<file path="src/rtl/mdio45_pkg.sv">
`timescale 1ns/1ps
package mdio45_pkg;
  localparam int FRAME_LEN = 32;
  localparam int REG_W     = 16;
  localparam int ID_W      = 5;
  localparam int DIV_W     = 8;

  localparam logic [1:0] RIX_STAT = 2'd0;
  localparam logic [1:0] RIX_CTRL = 2'd1;
  localparam logic [1:0] RIX_DATA = 2'd2;
  localparam logic [1:0] RIX_ADDR = 2'd3;

  localparam int CB_PREDIS = 10;
  localparam int CB_SCAN   = 11;
  localparam int CB_PINC   = 14;
  localparam int CB_READ   = 15;

  typedef enum logic [1:0] {
    K_ADDR  = 2'd0,
    K_WRITE = 2'd1,
    K_READ  = 2'd2
  } frm_kind_e;

  function automatic logic [1:0] op_code(frm_kind_e k, logic pinc);
    case (k)
      K_ADDR:  return 2'b00;
      K_WRITE: return 2'b01;
      default: return pinc ? 2'b10 : 2'b11;
    endcase
  endfunction

  function automatic logic [FRAME_LEN-1:0] build_frame(frm_kind_e k, logic pinc,
      logic [ID_W-1:0] prt, logic [ID_W-1:0] dev, logic [REG_W-1:0] payload);
    logic [1:0] ta;
    ta = (k == K_READ) ? 2'b11 : 2'b10;
    return {2'b00, op_code(k, pinc), prt, dev, ta, payload};
  endfunction

  function automatic logic frame_bit(logic [FRAME_LEN-1:0] w, logic [4:0] idx);
    return w[5'd31 - idx];
  endfunction
endpackage

</file>
<file path="src/rtl/mdio45_clkgen.sv">
`timescale 1ns/1ps
module mdio45_clkgen import mdio45_pkg::*; (
  input  logic             clk,
  input  logic             rst_n,
  input  logic             run,
  input  logic [DIV_W-1:0] div,
  output logic             mdc,
  output logic             rise_evt,
  output logic             fall_evt
);
  logic [DIV_W-1:0] cnt;
  logic             tick;

  assign tick     = run && (cnt == div);
  assign rise_evt = tick && !mdc;
  assign fall_evt = tick && mdc;

  always_ff @(posedge clk) begin
    if (!rst_n) begin
      cnt <= '0;
      mdc <= 1'b0;
    end else if (!run) begin
      cnt <= '0;
      mdc <= 1'b0;
    end else if (tick) begin
      cnt <= '0;
      mdc <= !mdc;
    end else begin
      cnt <= cnt + 1'b1;
    end
  end
endmodule

</file>
<file path="src/rtl/mdio45_shifter.sv">
`timescale 1ns/1ps
module mdio45_shifter import mdio45_pkg::*; #(
  parameter int PRE_LEN = 32,
  localparam int POS_W = $clog2(PRE_LEN + FRAME_LEN)
) (
  input  logic                 clk,
  input  logic                 rst_n,
  input  logic                 start,
  input  frm_kind_e            start_kind,
  input  logic [FRAME_LEN-1:0] start_word,
  input  logic                 start_pre_dis,
  input  logic                 rise_evt,
  input  logic                 fall_evt,
  input  logic                 mdio_i,
  output logic                 active,
  output frm_kind_e            kind,
  output logic [POS_W-1:0]     pos,
  output logic                 mdio_o,
  output logic                 mdio_oe,
  output logic                 done,
  output logic                 rd_err,
  output logic [REG_W-1:0]     rd_word
);
  localparam int LAST = PRE_LEN + FRAME_LEN - 1;
  localparam int TA1  = PRE_LEN + 14;
  localparam int TA2  = PRE_LEN + 15;

  logic [FRAME_LEN-1:0] word_q;
  logic                 at_last, in_read, released, in_pre;
  logic [4:0]           fidx;

  assign at_last  = (pos == POS_W'(LAST));
  assign in_read  = (kind == K_READ);
  assign released = in_read && (pos >= POS_W'(TA1));
  assign in_pre   = (pos < POS_W'(PRE_LEN));
  assign fidx     = 5'(pos - POS_W'(PRE_LEN));
  assign done     = active && fall_evt && at_last;
  assign mdio_o   = (active && !in_pre) ? frame_bit(word_q, fidx) : 1'b1;
  assign mdio_oe  = active && !released;

  always_ff @(posedge clk) begin
    if (!rst_n) begin
      active  <= 1'b0;
      kind    <= K_ADDR;
      pos     <= '0;
      word_q  <= '0;
      rd_word <= '0;
      rd_err  <= 1'b0;
    end else if (start) begin
      active  <= 1'b1;
      kind    <= start_kind;
      word_q  <= start_word;
      pos     <= start_pre_dis ? POS_W'(PRE_LEN) : '0;
      rd_word <= '0;
      rd_err  <= 1'b0;
    end else if (active) begin
      if (rise_evt && in_read) begin
        if (pos == POS_W'(TA2)) rd_err <= mdio_i;
        if (pos > POS_W'(TA2))  rd_word <= {rd_word[REG_W-2:0], mdio_i};
      end
      if (fall_evt) begin
        if (at_last) active <= 1'b0;
        else         pos <= pos + 1'b1;
      end
    end
  end
endmodule

</file>
<file path="src/rtl/mdio45_regs.sv">
`timescale 1ns/1ps
module mdio45_regs import mdio45_pkg::*; #(
  parameter logic [DIV_W-1:0] DIV_RST = 8'd49
) (
  input  logic                 clk,
  input  logic                 rst_n,
  input  logic                 reg_wr,
  input  logic [1:0]           reg_addr,
  input  logic [31:0]          reg_wdata,
  output logic [31:0]          reg_rdata,
  input  logic                 seq_busy,
  input  logic                 op_busy,
  input  logic                 rd_err,
  input  logic                 rd_done,
  input  logic [REG_W-1:0]     rd_word,
  output logic                 start,
  output frm_kind_e            start_kind,
  output logic [FRAME_LEN-1:0] start_word,
  output logic                 start_pre_dis,
  output logic [DIV_W-1:0]     div
);
  logic [ID_W-1:0]  dev_q, prt_q;
  logic             pd_q, scan_q, pinc_q;
  logic [REG_W-1:0] data_q, addr_q;
  logic             hit_stat, hit_ctrl, hit_data, hit_addr, rd_req;

  assign hit_stat = reg_wr && (reg_addr == RIX_STAT);
  assign hit_ctrl = reg_wr && (reg_addr == RIX_CTRL);
  assign hit_data = reg_wr && (reg_addr == RIX_DATA);
  assign hit_addr = reg_wr && (reg_addr == RIX_ADDR);
  assign rd_req   = hit_ctrl && reg_wdata[CB_READ];
  assign start    = !seq_busy && (hit_addr || hit_data || rd_req);

  always_comb begin
    start_kind = K_ADDR;
    if (hit_data)    start_kind = K_WRITE;
    else if (rd_req) start_kind = K_READ;
    start_pre_dis = rd_req ? reg_wdata[CB_PREDIS] : pd_q;
    if (rd_req)
      start_word = build_frame(K_READ, reg_wdata[CB_PINC], reg_wdata[9:5],
                               reg_wdata[4:0], '0);
    else
      start_word = build_frame(start_kind, pinc_q, prt_q, dev_q, reg_wdata[REG_W-1:0]);
  end

  always_ff @(posedge clk) begin
    if (!rst_n) begin
      div    <= DIV_RST;
      dev_q  <= '0;
      prt_q  <= '0;
      pd_q   <= 1'b0;
      scan_q <= 1'b0;
      pinc_q <= 1'b0;
      data_q <= '0;
      addr_q <= '0;
    end else begin
      if (hit_stat) div <= reg_wdata[15:8];
      if (hit_ctrl && !(rd_req && seq_busy)) begin
        dev_q  <= reg_wdata[4:0];
        prt_q  <= reg_wdata[9:5];
        pd_q   <= reg_wdata[CB_PREDIS];
        scan_q <= reg_wdata[CB_SCAN];
        pinc_q <= reg_wdata[CB_PINC];
      end
      if (hit_data && !seq_busy) data_q <= reg_wdata[REG_W-1:0];
      else if (rd_done)          data_q <= rd_word;
      if (hit_addr && !seq_busy) addr_q <= reg_wdata[REG_W-1:0];
    end
  end

  always_comb begin
    case (reg_addr)
      RIX_STAT: reg_rdata = {16'h0, div, 6'h0, rd_err, seq_busy};
      RIX_CTRL: reg_rdata = {16'h0, 1'b0, pinc_q, 2'b00, scan_q, pd_q, prt_q, dev_q};
      RIX_DATA: reg_rdata = {op_busy, 15'h0, data_q};
      default:  reg_rdata = {16'h0, addr_q};
    endcase
  end
endmodule

</file>
<file path="src/rtl/mdio45_master.sv">
`timescale 1ns/1ps
module mdio45_master import mdio45_pkg::*; #(
  parameter int               PRE_LEN = 32,
  parameter logic [DIV_W-1:0] DIV_RST = 8'd49
) (
  input  logic        clk,
  input  logic        rst_n,
  input  logic        reg_wr,
  input  logic [1:0]  reg_addr,
  input  logic [31:0] reg_wdata,
  output logic [31:0] reg_rdata,
  output logic        mdc,
  output logic        mdio_o,
  output logic        mdio_oe,
  input  logic        mdio_i
);
  localparam int POS_W = $clog2(PRE_LEN + FRAME_LEN);

  logic                 seq_active, frm_start, frm_pre_dis, frm_done;
  logic                 ev_rise, ev_fall, rd_err_w, rd_done_w, op_busy_w;
  frm_kind_e            start_kind, frm_kind;
  logic [FRAME_LEN-1:0] start_word;
  logic [POS_W-1:0]     frm_pos;
  logic [REG_W-1:0]     rd_word;
  logic [DIV_W-1:0]     div;

  assign rd_done_w = frm_done && (frm_kind == K_READ);
  assign op_busy_w = seq_active && (frm_kind != K_ADDR);

  mdio45_regs #(.DIV_RST(DIV_RST)) u_regs (
    .clk(clk), .rst_n(rst_n),
    .reg_wr(reg_wr), .reg_addr(reg_addr), .reg_wdata(reg_wdata), .reg_rdata(reg_rdata),
    .seq_busy(seq_active), .op_busy(op_busy_w), .rd_err(rd_err_w),
    .rd_done(rd_done_w), .rd_word(rd_word),
    .start(frm_start), .start_kind(start_kind), .start_word(start_word),
    .start_pre_dis(frm_pre_dis), .div(div)
  );

  mdio45_clkgen u_clk (
    .clk(clk), .rst_n(rst_n), .run(seq_active), .div(div),
    .mdc(mdc), .rise_evt(ev_rise), .fall_evt(ev_fall)
  );

  mdio45_shifter #(.PRE_LEN(PRE_LEN)) u_shift (
    .clk(clk), .rst_n(rst_n),
    .start(frm_start), .start_kind(start_kind), .start_word(start_word),
    .start_pre_dis(frm_pre_dis), .rise_evt(ev_rise), .fall_evt(ev_fall),
    .mdio_i(mdio_i), .active(seq_active), .kind(frm_kind), .pos(frm_pos),
    .mdio_o(mdio_o), .mdio_oe(mdio_oe), .done(frm_done),
    .rd_err(rd_err_w), .rd_word(rd_word)
  );
endmodule

</file>
<file path="config.mk">
export PLATFORM = sky130hd
export DESIGN_NAME = mdio45_master
export DESIGN_NICKNAME = d
export VERILOG_FILES = /design/src/rtl/mdio45_pkg.sv /design/src/rtl/mdio45_clkgen.sv /design/src/rtl/mdio45_shifter.sv /design/src/rtl/mdio45_regs.sv /design/src/rtl/mdio45_master.sv
export SDC_FILE = /design/constraint.sdc
export NUM_CORES = 1
export LEC_CHECK = 0
export ABC_CLOCK_PERIOD_IN_PS = 1960
export BUFFER_PORTS_ARGS = -buffer_cell sky130_fd_sc_hd__buf_2
export CORE_ASPECT_RATIO = 0.75
export CORE_UTILIZATION = 52
export DETAILED_ROUTE_END_ITERATION = 12
export PLACE_DENSITY = 0.76
export SYNTH_ARGS = -nofsm -noshare
export SYNTH_HDL_FRONTEND = slang
export SYNTH_SLANG_ARGS = --single-unit
</file>
<file path="constraint.sdc">
create_clock -name clk -period 1.96 [get_ports clk]
set_clock_uncertainty 0.15 [all_clocks]
set_input_delay 0.196 -clock clk [delete_from_list [all_inputs] [get_ports clk]]
set_output_delay 0.196 -clock clk [all_outputs]
set_load 0.05 [all_outputs]
</file>
* Yosys cells after proc, flatten, opt, wreduce, memory -nomap -nowiden
Index checks and enable logic that the tools add are counted.
Storage, ports and cells: register bits after elaboration 120, input port bits 38, output and inout bits 35, word-level logic and storage cells 99
Operators by class: add/subtract/negate cells 4, magnitude comparators 4, equal/unequal tests 10, mux-type cells 23, bitwise logic cells 2, reduce and logical (&&, ||, !) cells 40
Operators by type and width (count):
- 32-bit one-hot mux with 3 select lines | 1
- 16-bit 2-to-1 mux | 2
- 30-bit 2-to-1 mux | 1
- 6-bit 2-to-1 mux | 5
- 1-bit logical AND | 21
- 6-bit equality test, second input constant | 2
- 1-bit 2-to-1 mux | 10
- 3-bit AND reduction | 3
- 8-bit by 1-bit adder with 8-bit output, second input constant | 1
- 2-bit equality test, second input constant | 4
- 8-bit equality test | 1
- 2-bit nonzero test | 4
- 6-bit by 1-bit adder with 6-bit output, second input constant | 1
- 6-bit >= comparator, second input constant | 1
- 6-bit > comparator, second input constant | 1
- 5-bit by 6-bit < comparator with 1-bit output, second input constant | 1
- 6-bit < comparator, second input constant | 1
- 1-bit binary-select mux with 5-bit select | 1
- 1-bit logical NOT | 5
- 5-bit by 1-bit subtractor with 5-bit output, second input constant | 1
- 5-bit subtractor, first input constant | 1
- 2-bit by 1-bit equality test with 1-bit output, second input constant | 2
- 2-bit logical NOT | 2
- 2-bit 2-to-1 mux | 2
- other kinds (7) | 9

* Longest topological paths before layout
depth in word-level cells 8, gate-level depth with buffers 7, depth with buffers taken out 6

* Modules after synthesis
From an unflattened synthesis, not the netlist that was laid out.
Unflattened totals: cell total of the unflattened synthesis 618, area total of the unflattened synthesis 6194.7 sq um
By module, submodules not included:
- mdio45_regs | times used 1, cells each 325, area an instance 3059.2 sq um, seq. area each 1061.0 sq um
- mdio45_shifter | times used 1, cells each 242, area an instance 2641.3 sq um, seq. area each 1161.1 sq um
- mdio45_clkgen | times used 1, cells each 49, area an instance 478.0 sq um, seq. area each 180.2 sq um
- mdio45_master | times used 1, cells each 2, area an instance 16.3 sq um, seq. area each 0.0 sq um

* Worst setup path after synthesis
OpenSTA, ideal clock, no wires.
path kind register to output, start reg u_shift.pos[0], end out mdio_o, arrival time 2360 ps, data required time 1614 ps, path slack -746 ps, stages on the path, launching flop included 7, buffers on the path 1, path through dfxtp_1 -> buf_2 -> mux4_2 -> a2bb2oi_1 -> and3_1 -> o22ai_1 -> o31ai_1
On the way: word-level cells in the longest chain between the ends 5, elaborated cells between the ends (all ways) 8, classes of those cells add/sub: 2; order compare: 1; mux: 3; reduce/logical: 2
RTL lines:
- from (decl) | RTL line mdio45_shifter.sv:17 | output logic [POS_W-1:0] pos,
- from (signal assigned) | RTL line mdio45_shifter.sv:53 | pos <= start_pre_dis ? POS_W'(PRE_LEN) : '0;
- from (signal assigned) | RTL line mdio45_shifter.sv:63 | else pos <= pos + 1'b1;
- 5-bit by 1-bit subtractor with 5-bit output | RTL line mdio45_shifter.sv:36 | assign fidx = 5'(pos - POS_W'(PRE_LEN));
- 5-bit subtractor | RTL line mdio45_pkg.sv:40 | return w[5'd31 - idx];
- 1-bit binary-select mux with 5-bit select | RTL line mdio45_pkg.sv:40
- 1-bit 2-to-1 mux (not written as such) | RTL line mdio45_pkg.sv:40
- 1-bit 2-to-1 mux (*) | RTL line mdio45_shifter.sv:38 | assign mdio_o = (active && !in_pre) ? frame_bit(word_q, fidx) : 1'b1;
- to (decl) | RTL line mdio45_master.sv:13 | output logic mdio_o,
Mark *: on every way between the ends. The rest lies on a longest branch, timed or not. The select of a mux whose other input is x is not followed.

* Worst setup path in the final report
Same ends and word-level chain as after synthesis.

==> impl_metrics.tcl <==
set metrics [dict create \
    worstMarginPinSlew_ns 0.6295 \
    clockBufferDepth 2 \
    syn-cell-area_um2 5573 \
    syn_inst 584 \
    chipHeight_um 91.66 \
    min_delay_worst_endpoint "u_regs.addr_q[15]$_SDFFE_PN0P_" \
    area.growth.synth_to_final_pct 30.49 \
    ys_top_cells_by_count "sky130_fd_sc_hd__dfxtp_1 (117), sky130_fd_sc_hd__nand2_1 (93), sky130_fd_sc_hd__mux2i_1 (59)" \
    worst_setup_path_start_kind "flip-flop" \
    worst_path_most_repeated_cell "sky130_fd_sc_hd__buf_6" \
    ys_top_cells_by_area "sky130_fd_sc_hd__dfxtp_1 (42%), sky130_fd_sc_hd__mux2i_1 (11%), sky130_fd_sc_hd__nand2_1 (6.3%)" \
    port_buffers 41 \
    cts-root-buf "sky130_fd_sc_hd__clkbuf_16" \
    seq_power_share 0.381 \
    hold_ws_ns 0.07030 \
    final_nets 720 \
    synth_cell_type_count 47 \
    switching_power_mw 1.541 \
    vias_per_cell 5.755 \
    worstSetupEndpointType "output port" \
    p_int_mw 5.086 \
    initial_core_util 0.5374 \
    critical_path_required_ns 1.61 \
    first_global_vias 4656 \
    fp.coreArea_um2 10370 \
    cellLeakagePower_nw 2.936 \
    hold_path_startpoint "reg_wdata[15]" \
    largest_fanout_of_any_net_on_the_critical_path 3 \
    final_hold_viol_count 0 \
    global_route.usage.met2 0.4645 \
    drt_drc_violations_left 0 \
    max-vdd-ir-drop_mv 0.6121 \
    dr.pass1.iters 7 \
    fmaxAchievable_ghz 0.4079 \
    utilization 0.7013 \
    tritoncts_clock_tree "built" \
    grt_pass1_wl_um 23690 \
    critical_path_arrival_ns 2.11 \
    power_mw 6.627 \
    tns_ns -5.496 \
    overall_routed_net_length_um 15140 \
    postPlaceCellArea_um2 6147 \
    powerDensity_nw_per_um2 911.3 \
    synth.most_common_cell "sky130_fd_sc_hd__dfxtp_1" \
    grt_antenna_before_repair 1 \
    timing.critical_path.max_delay_family "multiplexers" \
    timing_max_transition_violations_final 0 \
    place.detailed.hpwl_um 9974 \
    fp.dieArea_um2 11140 \
    seq_area_frac_synth 0.4203 \
    layout_worst_path_cycle_share 1.251 \
    worstPathCellList "buf_6 > mux4_2 > o2111a_1 > nor3b_2 > o31ai_4 > buf_6" \
    crit_path_max_incr_delay_ns 0.48 \
    drive_gt1_frac 0.2872 \
    synth_flop_cell "sky130_fd_sc_hd__dfxtp_1" \
    regToRegStartpoint "u_shift.pos[0]$_SDFFE_PN0P_" \
    route.vias.total 4771 \
    gp_congestion 0.8410 \
    global_route.overflow_total 0 \
    net_switching_share_of_the_total_power 0.2325 \
    worst_setup_hold_path_clk_slew_ns 0.05 \
    final_std_cells_w_o_fill 829 \
    clock_sinks 117 \
    timing.critical_path.slowest_stage_cell "sky130_fd_sc_hd__mux4_2" \
    design.portCount 73 \
    detail-route-antenna-nets 0 \
    final_critical_path_setup_slack_ns -0.4915 \
    share_of_the_synthesized_area_in_the_top_cell_type 0.4203 \
    timing_worst_setup_path_type "reg -> out" \
    synth.ff_latch_count 117 \
    postSynth.asyncResetShare 0 \
    clock_insertion_delay_worst_skew_ns 0.42 \
    finalSetupViolations 24 \
    number_of_flops_mapped_to_enable_cells_by_yosys 0 \
    place_ws_ns -0.2693 \
    max_cap_viol_count 0 \
    rsz0062_at_grt "yes" \
    failed_checks "negative setup slack" \
    reg_to_reg_slack_setup_ns -0.32 \
    clock_share_of_power 0.521 \
    comb_power_share 0.097 \
    timing.reg2reg.worst_path_depth 10 \
    outcome "finished with violations" \
    min_delay_path_depth 4 \
    final_area_um2 7272 \
    wl_per_cell_um 18.26 \
    grt_util_met1 0.3491 \
    grt.total_usage 0.2785 \
    tritoncts.num_buffers 17 \
    maximum_number_of_pins_on_one_net_before_global_route_repair 37 \
    core.rowCount 32 \
    yosysTopAreaCell "sky130_fd_sc_hd__dfxtp_1" \
    gr-max-usage-layer "met2" \
    reg_to_reg_endpoint "u_regs.data_q[6]$_SDFFE_PN0P_" \
    worst_slew_margin_rel 0.5792 \
    drt_first_iter_violations 397 \
    width_of_the_die_um 121.5 \
    postSynthAreaPerCell_um2 9.543 \
    numPlacedInstances 764 \
    use_met3 0.06468 \
    antenna_cells_inserted 0 \
    worstPathBufferInverterCount 2 \
    yosysWarningCount 0 \
    cts-htree-levels 4 \
    timing.final.crit_period_ns 2.452 \
    min-delay-path-class "in -> reg" \
]
==> layout make-up <==
class | count | area [um^2]
flip-flops and latches | 117 | 2375
inverters | 3 | 11.26
well taps | 136 | 170.2
repair buffers | 120 | 932.1
clock buffers | 23 | 488.0
multi-input cells | 421 | 3123
fillers | 724 | 3098
clock inverters | 9 | 172.7
==> cell families after synthesis <==
family / count (synthesis) / synth area share
flip-flops: 117 / 0.4203
other: 1 / 0.0006729
XOR/XNOR: 16 / 0.03256
adder cells (fa/ha/maj): 2 / 0.004490
multiplexers: 79 / 0.1706
AND/OR/NAND/NOR: 180 / 0.1563
buffers and inverters: 60 / 0.05478
AO/OA/AOI/OAI: 129 / 0.1603
==> how the worst max path moves through the flow <==
stage | start | cells past startpoint | endpoint
3_5_place_dp | u_shift.pos[0]$_SDFFE_PN0P_ | 8 | u_regs.data_q[6]$_SDFFE_PN0P_
6_report | u_shift.pos[0]$_SDFFE_PN0P_ | 6 | mdio_o
5_1_grt | u_shift.pos[0]$_SDFFE_PN0P_ | 6 | mdio_o
3_3_place_gp | u_shift.pos[0]$_SDFFE_PN0P_ | 6 | mdio_o
2_1_floorplan | reg_addr[0] | 5 | reg_rdata[12]
4_1_cts | u_shift.pos[0]$_SDFFE_PN0P_ | 6 | mdio_o
==> placed cells by master (no fill, tap or decap), types with 20 or more instances in the layout <==
master and instances:
sky130_fd_sc_hd__buf_2 39, sky130_fd_sc_hd__nor2_1 26, sky130_fd_sc_hd__mux2i_1 55, sky130_fd_sc_hd__nand2_1 93, sky130_fd_sc_hd__a21oi_1 20, sky130_fd_sc_hd__a21boi_0 31, sky130_fd_sc_hd__buf_4 54, sky130_fd_sc_hd__a22o_1 21
sky130_fd_sc_hd__o21ai_0 25, sky130_fd_sc_hd__dfxtp_1 101
==> registers in the layout, indices dropped and copies added, names as in the netlist <==
register,flops
u_regs.pinc_q,1
u_regs.pd_q,1
u_shift.rd_err,1
u_shift.rd_word,16
u_regs.data_q,16
u_regs.addr_q,16
u_shift.pos,6
u_shift.active,1
u_regs.scan_q,1
u_shift.word_q,29
u_clk.cnt,8
u_shift.kind,2
u_regs.div,8
u_regs.dev_q,5
u_regs.prt_q,5
u_clk.mdc,1
==> repair_timing <==
| item | 4_1_cts | 5_1_grt |
|---|---|---|
| gates cloned | 1 | 1 |
| endpoints found under the setup margin | 22 | 33 |
| pin swaps | 16 | 11 |
| buffers inserted | 5 | 10 |
| endpoints found under the hold margin | 50 | 0 |
| gates resized for setup | 14 | 28 |
| hold buffers | 17 | 0 |
==> layer usage <==
layer | up-vias | share of wire
met5 | - | 0.00086
met4 | 2 | 0.021
met2 | 169 | 0.49
met3 | 27 | 0.055
met1 | 2339 | 0.44
li1 | 2234 | -
==> worst reg2reg max path, cell delays in order, from the launching register on <==
cell and delay (ns):
sky130_fd_sc_hd__dfxtp_4 0.36, sky130_fd_sc_hd__buf_4 0.13, sky130_fd_sc_hd__buf_6 0.11, sky130_fd_sc_hd__ha_4 0.12, sky130_fd_sc_hd__and3_4 0.22, sky130_fd_sc_hd__nand4_1 0.18, sky130_fd_sc_hd__nor4_4 0.28, sky130_fd_sc_hd__buf_4 0.17
sky130_fd_sc_hd__buf_12 0.14, sky130_fd_sc_hd__mux2i_4 0.24, sky130_fd_sc_hd__a21oi_2 0.07
==> power by group through the flow <==
stage / logic, mW / clock network (mW) / registers [mW]
finish: 0.645 / 3.45 / 2.53
detailed placement: 0.590 / 0 / 2.57
global placement: 0.572 / 0 / 2.57
CTS: 0.623 / 3.48 / 2.52
floorplan: 0.445 / 0 / 2.55
global route: 0.689 / 3.60 / 2.53
Power figures use the tool's default switching activity.
